## src/rtl/sinc2_decimator_pkg.sv

```systemverilog
package sinc2_decimator_pkg;

   typedef logic [2:0] rate_code_t;

   // Window length exponent for a rate code; codes above the last one clamp.
   function automatic int tap_log(input rate_code_t code, input int base, input int ncodes);
      int c;
      c = int'(code);
      if (c > ncodes - 1) c = ncodes - 1;
      return base + c;
   endfunction

endpackage

```

## src/rtl/sample_tick_gen.sv

```systemverilog
module sample_tick_gen #(
   parameter int CLK_DIV = 48
) (
   input  logic clk,
   input  logic rst_n,
   input  logic en,
   output logic tick
);
   localparam int CNT_W = (CLK_DIV > 2) ? $clog2(CLK_DIV) : 1;
   localparam logic [CNT_W-1:0] LAST = CNT_W'(CLK_DIV - 1);

   logic [CNT_W-1:0] cnt;

   always_ff @(posedge clk or negedge rst_n) begin
      if (!rst_n)          cnt <= '0;
      else if (!en)        cnt <= '0;
      else if (cnt == LAST) cnt <= '0;
      else                 cnt <= cnt + 1'b1;
   end

   assign tick = en && (cnt == LAST);
endmodule

```

## src/rtl/comb_chain.sv

```systemverilog
module comb_chain #(
   parameter int ORDER = 2,
   parameter int ACC_W = 30
) (
   input  logic                    clk,
   input  logic                    rst_n,
   input  logic                    clear,
   input  logic                    sample_en,
   input  logic                    bit_in,
   input  logic                    dump,
   output logic signed [ACC_W-1:0] comb_out
);
   logic signed [ACC_W-1:0] integ [ORDER];
   logic signed [ACC_W-1:0] isum  [ORDER];
   logic signed [ACC_W-1:0] dly   [ORDER];
   logic signed [ACC_W-1:0] csum  [ORDER];
   logic signed [ACC_W-1:0] x_val;

   assign x_val = bit_in ? ACC_W'(1) : {ACC_W{1'b1}};

   always_comb begin
      isum[0] = integ[0] + x_val;
      for (int k = 1; k < ORDER; k++) isum[k] = integ[k] + isum[k-1];
      csum[0] = isum[ORDER-1] - dly[0];
      for (int k = 1; k < ORDER; k++) csum[k] = csum[k-1] - dly[k];
   end

   always_ff @(posedge clk or negedge rst_n) begin
      if (!rst_n) begin
         for (int k = 0; k < ORDER; k++) begin
            integ[k] <= '0;
            dly[k]   <= '0;
         end
      end else if (clear) begin
         for (int k = 0; k < ORDER; k++) begin
            integ[k] <= '0;
            dly[k]   <= '0;
         end
      end else begin
         if (sample_en)
            for (int k = 0; k < ORDER; k++) integ[k] <= isum[k];
         if (dump) begin
            dly[0] <= isum[ORDER-1];
            for (int k = 1; k < ORDER; k++) dly[k] <= csum[k-1];
         end
      end
   end

   assign comb_out = csum[ORDER-1];
endmodule

```

## src/rtl/fixed_point_scaler.sv

```systemverilog
module fixed_point_scaler #(
   parameter int ORDER   = 2,
   parameter int ACC_W   = 30,
   parameter int MAX_LOG = 14,
   parameter int LOG_W   = 4,
   parameter int OUT_W   = 24,
   parameter int FRAC    = 22
) (
   input  logic signed [ACC_W-1:0] raw,
   input  logic [LOG_W-1:0]        len_log,
   output logic [OUT_W-1:0]        scaled
);
   localparam int WIDE = ACC_W + FRAC + 1;

   logic signed [WIDE-1:0] wide_in;
   logic signed [WIDE-1:0] wide_out;
   int                     sh;

   assign wide_in = {{(WIDE-ACC_W){raw[ACC_W-1]}}, raw};
   assign sh      = FRAC - ORDER * int'(len_log);

   generate
      if (ORDER * MAX_LOG <= FRAC) begin : g_left_only
         always_comb wide_out = wide_in <<< sh;
      end else begin : g_both_ways
         always_comb begin
            if (sh >= 0) wide_out = wide_in <<< sh;
            else         wide_out = wide_in >>> (-sh);
         end
      end
   endgenerate

   assign scaled = wide_out[OUT_W-1:0];
endmodule

```

## src/rtl/sinc2_decimator.sv

```systemverilog
module sinc2_decimator
   import sinc2_decimator_pkg::*;
#(
   parameter int CLK_DIV   = 48,
   parameter int BASE_LOG  = 9,
   parameter int NUM_CODES = 6,
   parameter int ORDER     = 2,
   parameter int OUT_W     = 24,
   parameter int FRAC      = 22
) (
   input  logic             clk,
   input  logic             rst_n,
   input  logic             en,
   input  logic             mod_bit,
   input  logic [2:0]       rate_sel,
   output logic [OUT_W-1:0] result,
   output logic             result_valid
);
   localparam int MAX_LOG = BASE_LOG + NUM_CODES - 1;
   localparam int ACC_W   = ORDER * MAX_LOG + 2;
   localparam int LOG_W   = $clog2(MAX_LOG + 1);
   localparam int DISC_W  = $clog2(ORDER + 1);

   generate
      if (CLK_DIV < 2)                    begin : g_bad_div   $error("CLK_DIV must be at least 2"); end
      if (NUM_CODES < 1 || NUM_CODES > 8) begin : g_bad_codes $error("NUM_CODES must be 1..8"); end
      if (ORDER < 1 || ORDER > 4)         begin : g_bad_order $error("ORDER must be 1..4"); end
      if (FRAC >= OUT_W - 1)              begin : g_bad_frac  $error("FRAC leaves no room for 1.0"); end
      if (BASE_LOG < 1)                   begin : g_bad_base  $error("BASE_LOG must be positive"); end
   endgenerate

   rate_code_t          rate_q;
   logic                flush;
   logic                tick;
   logic                last;
   logic                dec;
   logic [LOG_W-1:0]    cur_log;
   logic [MAX_LOG:0]    n_minus1;
   logic [MAX_LOG-1:0]  samp_cnt;
   logic [DISC_W-1:0]   disc;
   logic signed [ACC_W-1:0] raw_sum;
   logic [OUT_W-1:0]    scaled;

   assign flush    = !en || (rate_sel != rate_q);
   assign cur_log  = LOG_W'(tap_log(rate_q, BASE_LOG, NUM_CODES));
   assign n_minus1 = ({{MAX_LOG{1'b0}}, 1'b1} << cur_log) - 1'b1;
   assign last     = ({1'b0, samp_cnt} == n_minus1);
   assign dec      = tick && last && !flush;

   sample_tick_gen #(.CLK_DIV(CLK_DIV)) u_tick (
      .clk   (clk),
      .rst_n (rst_n),
      .en    (en),
      .tick  (tick)
   );

   comb_chain #(.ORDER(ORDER), .ACC_W(ACC_W)) u_chain (
      .clk       (clk),
      .rst_n     (rst_n),
      .clear     (flush),
      .sample_en (tick && !flush),
      .bit_in    (mod_bit),
      .dump      (dec),
      .comb_out  (raw_sum)
   );

   fixed_point_scaler #(
      .ORDER(ORDER), .ACC_W(ACC_W), .MAX_LOG(MAX_LOG),
      .LOG_W(LOG_W), .OUT_W(OUT_W), .FRAC(FRAC)
   ) u_scale (
      .raw     (raw_sum),
      .len_log (cur_log),
      .scaled  (scaled)
   );

   always_ff @(posedge clk or negedge rst_n) begin
      if (!rst_n) begin
         rate_q       <= '0;
         samp_cnt     <= '0;
         disc         <= '0;
         result       <= '0;
         result_valid <= 1'b0;
      end else begin
         result_valid <= 1'b0;
         rate_q       <= rate_sel;
         if (flush) begin
            samp_cnt <= '0;
            disc     <= '0;
         end else if (tick) begin
            if (last) begin
               samp_cnt <= '0;
               if (disc == DISC_W'(ORDER)) begin
                  result       <= scaled;
                  result_valid <= 1'b1;
               end else begin
                  disc <= disc + 1'b1;
               end
            end else begin
               samp_cnt <= samp_cnt + 1'b1;
            end
         end
      end
   end
endmodule

```

## config.mk

```make
export PLATFORM = sky130hd
export DESIGN_NAME = sinc2_decimator
export DESIGN_NICKNAME = d
export VERILOG_FILES = /design/src/rtl/sinc2_decimator_pkg.sv /design/src/rtl/sample_tick_gen.sv /design/src/rtl/comb_chain.sv /design/src/rtl/fixed_point_scaler.sv /design/src/rtl/sinc2_decimator.sv
export SDC_FILE = /design/constraint.sdc
export NUM_CORES = 1
export LEC_CHECK = 0
export BUFFER_PORTS_ARGS = -buffer_cell sky130_fd_sc_hd__buf_2
export CORE_ASPECT_RATIO = 0.5
export CORE_UTILIZATION = 25
export CTS_CLUSTER_SIZE = 20
export DETAILED_ROUTE_END_ITERATION = 8
export HOLD_SLACK_MARGIN = 0.02
export PLACE_DENSITY_LB_ADDON = 0.25
export SETUP_SLACK_MARGIN = 0.05
export SLEW_MARGIN = 20
export SYNTH_ARGS = -nofsm -noshare
export SYNTH_HDL_FRONTEND = slang
export SYNTH_SLANG_ARGS = --single-unit
```

## constraint.sdc

```tcl
create_clock -name clk -period 7.4 [get_ports clk]
set_clock_uncertainty 0.1 [all_clocks]
set_input_delay 1.11 -clock clk [delete_from_list [all_inputs] [get_ports clk]]
set_output_delay 1.11 -clock clk [all_outputs]
set_load 0.05 [all_outputs]
```

==> results.py, run 1 <==
metrics = {
    "status": {
        "status": "finished, violations left",
        "violations": "setup timing",
    },
    "global_route": {
        "grt_pass1_vias": 13800,
        "grt_max_degree": 72,
        "antenna_found_initial": 0,
        "grt_pass1_wl_mm": 73.5,
        "gr-total-overflow": 0,
        "grt_usage": 0.156,
    },
    "synth": {
        "synth-main-ff-cell": "dfrtp_1",
        "muxShareOfSynthArea": 0.00992,
        "synth_area_leader_cell": "dfrtp_1",
        "synth_cells": 1811,
        "syn_area_mm2": 0.0144,
        "synth_warnings": 0,
        "synthSimpleGateAreaFrac": 0.188,
        "synth_top_cells_by_area": "dfrtp_1 (30%), ha_1 (11%), nand2_1 (6.4%)",
        "synth_top_family_by_area": "compound AO/OA/AOI/OAI gates",
        "synth-async-reset-ratio": 1.00,
        "synth_area_per_cell_um2": 7.94,
        "synthXorXnorAreaFrac": 0.0722,
        "synth-edff-count": 0,
        "synth_compound_area_frac": 0.274,
        "netlist.area_leader.share": 0.296,
        "synthAdderAreaFrac": 0.114,
        "ys_types": 81,
        "ys_seq_elements": 170,
        "ys_seq_area_frac": 0.296,
    },
    "setup_path": {
        "worst_path_max_delay_cell": "or4b_4",
        "path_class": "in2reg",
        "setup.worst_path.end_class": "flop",
        "cp-startpoint": "mod_bit",
        "start_kind": "input pin",
        "cp_data_arrival_time_ps": 8560,
        "required_ps": 7620,
        "path_max_fanout": 5,
        "critical_path.max_stage_delay_ps": 520,
        "worstReg2RegStart": "u_chain.integ[31]",
    },
    "floorplanning": {
        "start_util": 0.256,
        "die_x_um": 341,
        "ios": 32,
        "dieArea_mm2": 0.0585,
        "core_mm2": 0.0562,
        "row_count": 61,
        "die_y_um": 172,
    },
    "placement": {
        "port_buffers": 31,
        "dp_slack_ps": -1830,
        "dp_cells": 2915,
        "dp.final_hpwl_mm": 33.9,
        "placed_cell_area_mm2": 0.0182,
        "place_congestion": 0.942,
    },
    "final_layout": {
        "stdcell_area_mm2": 0.0193,
        "diodes": 0,
        "stdcell_count": 2963,
        "areaGrowthSynthToFinish_pct": 34.5,
        "fill_cells": 5897,
        "fin_nets": 2330,
        "drive_gt1_frac": 0.262,
    },
    "pwr": {
        "intPower_mw": 2.09,
        "vdd_drop_max_mv": 0.108,
        "p_sw_mw": 1.20,
        "p_per_area_mw_per_mm2": 170,
        "clkPwrFrac": 0.288,
        "combPwrFrac": 0.423,
        "leakage_nw": 8.81,
        "pwr-share-seq": 0.289,
        "sw_frac_of_total": 0.364,
    },
    "routing": {
        "totalWireLength_mm": 45.3,
        "dr.pass1.iters": 5,
        "routedWlPerCell_um": 15.3,
        "num_vias": 14400,
        "drc_errors": 0,
        "drtAntennaViolNets": 0,
        "vias_per_cell": 4.85,
        "drt_first_iter_violations": 901,
    },
    "sta": {
        "drv_slew": 0,
        "fmax_mhz": 120,
        "rsz0062_at_grt": "yes",
        "fin_crit_ps": 8340,
        "finalSetupViolCount": 24,
        "tns_ps": -20570,
        "hold_viol_final": 0,
        "setup_ws_ps": -937,
        "post-route-period-util": 1.13,
        "hold-worst-slack_ps": 374,
        "max_slew_margin": 0.362,
        "tightest_slew_ps": 954,
    },
    "cts": {
        "clk_latency_ps": 460,
        "cts_buffers": 17,
        "clockBufferDepth": 2,
        "clock-sinks": 170,
        "cts.root.buffer_cell": "clkbuf_16",
        "cts_tree": "done",
        "cts_htree_levels": 4,
        "clk_pin_slew_worst_paths_ps": 70,
    },
    "worst_hold_path": {
        "hp-class": "reg2reg",
        "hold_start": "u_tick.cnt[0]",
    },
    "job": {
        "cap_viol_max_count": 0,
    },
}
==> through the flow <==
stage / power, mW / util
2_1_floorplan: 1.69 / -
3_3_place_gp: 2.28 / 0.324
3_5_place_dp: 2.28 / 0.324
4_1_cts: 3.28 / 0.339
5_1_grt: 3.48 / 0.344
6_report: 3.28 / 0.344
==> cells in the final DEF (no fill, tap or decap), types with 23 or more instances in the layout <==
cell type  count
and3_1        27
inv_1         99
buf_2         29
nand2_1      245
o21ai_0      143
dfrtp_1      170
a21o_1        41
a31oi_1       23
buf_4        399
nor2_1       116
xor2_1        28
a21oi_1      148
nor3_1        30
nand3_1       65
ha_1         119
xnor2_1       70
==> Yosys cell counts, types with 13 or more instances <==
cell type,instances
a31oi_1,25
a211oi_1,21
clkbuf_1,64
nor2_1,122
inv_1,100
nor3_1,32
a21boi_0,15
o21ai_0,160
nor2b_1,22
and2_1,14
and3_1,27
xor2_1,32
nand2b_1,17
nand4_1,13
a21o_1,41
dfrtp_1,170
o31ai_1,15
a22o_1,19
o21a_1,17
xnor2_1,82
nand3_1,66
nand2_1,246
ha_1,125
a21oi_1,169
o211ai_1,13
==> per-layer routing <==
metal / vias to the layer above / wire, um / global-route usage
li1: 7317 / - / -
met1: 6731 / 23600 / 0.221
met2: 277 / 19500 / 0.249
met3: 45 / 1540 / 0.0217
met4: 0 / 662 / 0.0363
met5: - / 0 / 0
==> kinds of logic (layout without fill, tap and decap cells) <==
group                    after synthesis  count (layout)
other                                  1               3
AO/OA/AOI/OAI                        616             616
flip-flops                           170             170
multiplexers                          14              14
buffers and inverters                173             566
adder cells (fa/ha/maj)              129             129
AND/OR/NAND/NOR                      592             592
XOR/XNOR                             116             117
==> power by group through the flow <==
stage	Combinational (mW)	Clock (mW)	Sequential, mW
2_1_floorplan	0.730	0	0.964
3_3_place_gp	1.32	0	0.966
5_1_grt	1.52	1.00	0.950
3_5_place_dp	1.31	0	0.966
6_report	1.39	0.946	0.948
4_1_cts	1.36	0.975	0.948
==> worst max-delay path, delay by kind of cell <==
kind / cells / cell delay, ps
fa+ha+maj: 4 / 1080
buf+inv: 2 / 230
compound gates: 24 / 3810
simple gates: 5 / 1150
xor+xnor: 5 / 1130
==> repair_timing <==
| action | in CTS | in global routing |
|---|---|---|
| setup buffers | 7 | 8 |
| hold buffers | 0 | 0 |
| hold endpoints to repair | 0 | 0 |
| endpoints found under the setup margin | 25 | 25 |
| gates cloned | 1 | 0 |
| pin swaps | 37 | 24 |
| resized for setup | 31 | 54 |
==> worst paths after layout <==
| kind | to | slack, ps | depth (start not counted) |
|---|---|---|---|
| max | result[8] | -940 | 40 |
| min in group asynchronous | u_chain.dly[34] | 590 | 1 |
| min reg2reg | u_tick.cnt[0] | 370 | 1 |
| max reg2reg | result[8] | -580 | 39 |
| min | u_tick.cnt[0] | 370 | 1 |
| max in group asynchronous | u_chain.integ[57] | 5460 | 2 |
==> final cells by class <==
cell class              instances  area, um2  share of cell area
clock buffers                  22        484              0.0250
well taps                     756        946              0.0489
multi-input cells            1471       9970               0.516
repair buffers                431       3180               0.165
clock inverters                10        106             0.00550
flip-flops and latches        170       4250               0.220
inverters                     103        390              0.0202
==> registers in the layout, summed over array words and instances, names as in the netlist <==
register,cells
u_chain.integ,60
result_valid,1
samp_cnt,14
u_chain.dly,60
rate_q,3
disc,2
u_tick.cnt,6
result,24
(Power assumes the default switching activity.)
==> run 2: changes to the inputs <==
- clock period: 7.4 -> 9.73 ns (I/O delays scaled with it)
==> run 2 against run 1 <==
Against the previous run:
- utilization decreased by 4.3 points
- clock power decreased by 22%
- cell area shrank 12%
- critical path type unchanged
- via count down 6.4%
- highest routed layer unchanged
- power fell by 30%
- die area is the same
- hold slack better by 5.4 ps
- the flow now finishes without violations
- register-to-register slack better by 1800 ps
- global-route usage fell by 0.50 points
- worst setup slack improved by 1500 ps
==> results.py, run 2 (synthesis results as in run 1) <==
metrics = {
    "setup_path": {
        "critical_path.max_stage_delay_ps": 550,
        "cp_data_arrival_time_ps": 9380,
        "path_class": "in2reg",
        "setup.worst_path.end_class": "flop",
        "r2r_cells": 41,
        "path_max_fanout": 25,
        "cp-startpoint": "mod_bit",
        "start_kind": "input pin",
        "worstReg2RegStart": "u_chain.integ[30]",
        "required_ps": 9950,
        "worst_path_max_delay_cell": "or4b_4",
    },
    "worst_hold_path": {
        "min_path_cells": 1,
        "hold_start": "u_tick.cnt[0]",
        "hp-class": "reg2reg",
    },
    "placement": {
        "port_buffers": 31,
        "placed_cell_area_mm2": 0.0162,
        "dp.final_hpwl_mm": 31.4,
        "dp_slack_ps": -187,
        "place_congestion": 0.899,
    },
    "cts": {
        "cts_tree": "done",
        "cts.root.buffer_cell": "clkbuf_16",
        "cts_htree_levels": 4,
        "cts_buffers": 17,
        "clk_pin_slew_worst_paths_ps": 70,
        "clock-sinks": 170,
        "clockBufferDepth": 2,
        "clk_latency_ps": 450,
    },
    "routing": {
        "drt_first_iter_violations": 788,
        "dr.pass1.iters": 5,
        "num_vias": 13500,
        "vias_per_cell": 5.00,
        "drc_errors": 0,
        "drtAntennaViolNets": 0,
        "totalWireLength_mm": 43.3,
        "routedWlPerCell_um": 16.1,
    },
    "pwr": {
        "vdd_drop_max_mv": 0.0670,
        "leakage_nw": 7.40,
        "p_per_area_mw_per_mm2": 135,
        "power.total_mw": 2.29,
    },
    "global_route": {
        "antenna_found_initial": 0,
        "grt_pass1_wl_mm": 70.7,
        "grt_pass1_vias": 12900,
        "grt_max_degree": 77,
        "gr-total-overflow": 0,
        "grt_usage": 0.151,
    },
    "final_layout": {
        "ff_latch_area_mm2": 0.00425,
        "diodes": 0,
        "postLayoutCoreUtil": 0.302,
        "largestRegisters": "u_chain.dly (60), u_chain.integ (60), result (24)",
        "layout_common_cells": "nand2_1 (245), dfrtp_1 (170), a21oi_1 (165), o21ai_0 (155), buf_4 (126)",
        "drive_gt1_frac": 0.126,
        "areaGrowthSynthToFinish_pct": 17.8,
        "stdcell_area_mm2": 0.0169,
        "multi_input_area_mm2": 0.00963,
        "layout_commonest_cell": "nand2_1",
        "fin_nets": 2057,
        "fill_cells": 6127,
    },
    "sta": {
        "hold_viol_final": 0,
        "max_slew_margin": 0.409,
        "fin_crit_ps": 9160,
        "post-route-period-util": 0.941,
        "hold-worst-slack_ps": 379,
        "rsz0062_at_grt": "no",
        "fmax_mhz": 109,
        "tightest_slew_ps": 886,
        "setup_ws_ps": 571,
        "finalSetupViolCount": 0,
        "drv_slew": 0,
    },
    "floorplanning": {
        "ios": 32,
        "die_y_um": 172,
        "core_mm2": 0.0562,
        "start_util": 0.256,
        "dieArea_mm2": 0.0585,
        "die_x_um": 341,
        "row_count": 61,
    },
    "status": {
        "status": "finished clean",
    },
    "job": {
        "cap_viol_max_count": 0,
    },
}
run 2: cell count changes in the layout (fill, tap and decap cells not counted), sizes merged:
cell	before	now
clkinvlp	5	3
buf	430	157
inv	103	102
bufinv	1	3
run 2: final cells by class:
type	count	area share
clock inverter	9	0.00805
timing repair buffer	158	0.0662
sequential	170	0.251
clock buffer	22	0.0274
tap	756	0.0558
inverter	103	0.0230
multi-input combinational	1471	0.568
run 2: critical path: cells and delay by family:
family,cells,cell delay (ps)
AOI/OAI and AO/OA,21,3300
adders and majority gates,4,1240
and+or+nand+nor,7,1520
buffers and inverters,5,760
xor gates and xnor gates,5,1080
run 2: metal layers:
| layer | vias up | global-route usage | wire [um] |
|---|---|---|---|
| li1 | 6764 | - | - |
| met1 | 6389 | 0.213 | 22600 |
| met2 | 254 | 0.240 | 18600 |
| met3 | 44 | 0.0207 | 1440 |
| met4 | 0 | 0.0402 | 645 |
| met5 | - | 0 | 0 |
run 2: stage by stage:
| step | TNS, ps | instances |
|---|---|---|
| 2_1_floorplan | 0 | 1813 |
| 3_3_place_gp | -109 | 2655 |
| 3_5_place_dp | -2240 | 2655 |
| 4_1_cts | 0 | 2686 |
| 5_1_grt | 0 | 2689 |
| 6_report | 0 | 2689 |
run 2: worst paths after layout:
kind	slack, ps	end
min	380	u_tick.cnt[0]
max in group asynchronous	7370	samp_cnt[5]
max reg2reg	1250	result[13]
min reg2reg	380	u_tick.cnt[0]
max	570	result[13]
min in group asynchronous	930	u_chain.integ[30]
run 2: what timing repair did:
action,4_1_cts,5_1_grt
setup buffers,0,2
endpoints found under the setup margin,0,24
hold buffers,0,0
gates resized for setup,0,24
run 2: power by group:
group | internal, mW | switching [mW]
Clock | 0.419 | 0.316
Combinational | 0.312 | 0.520
Sequential | 0.716 | 0.00375
Total | 1.45 | 0.840
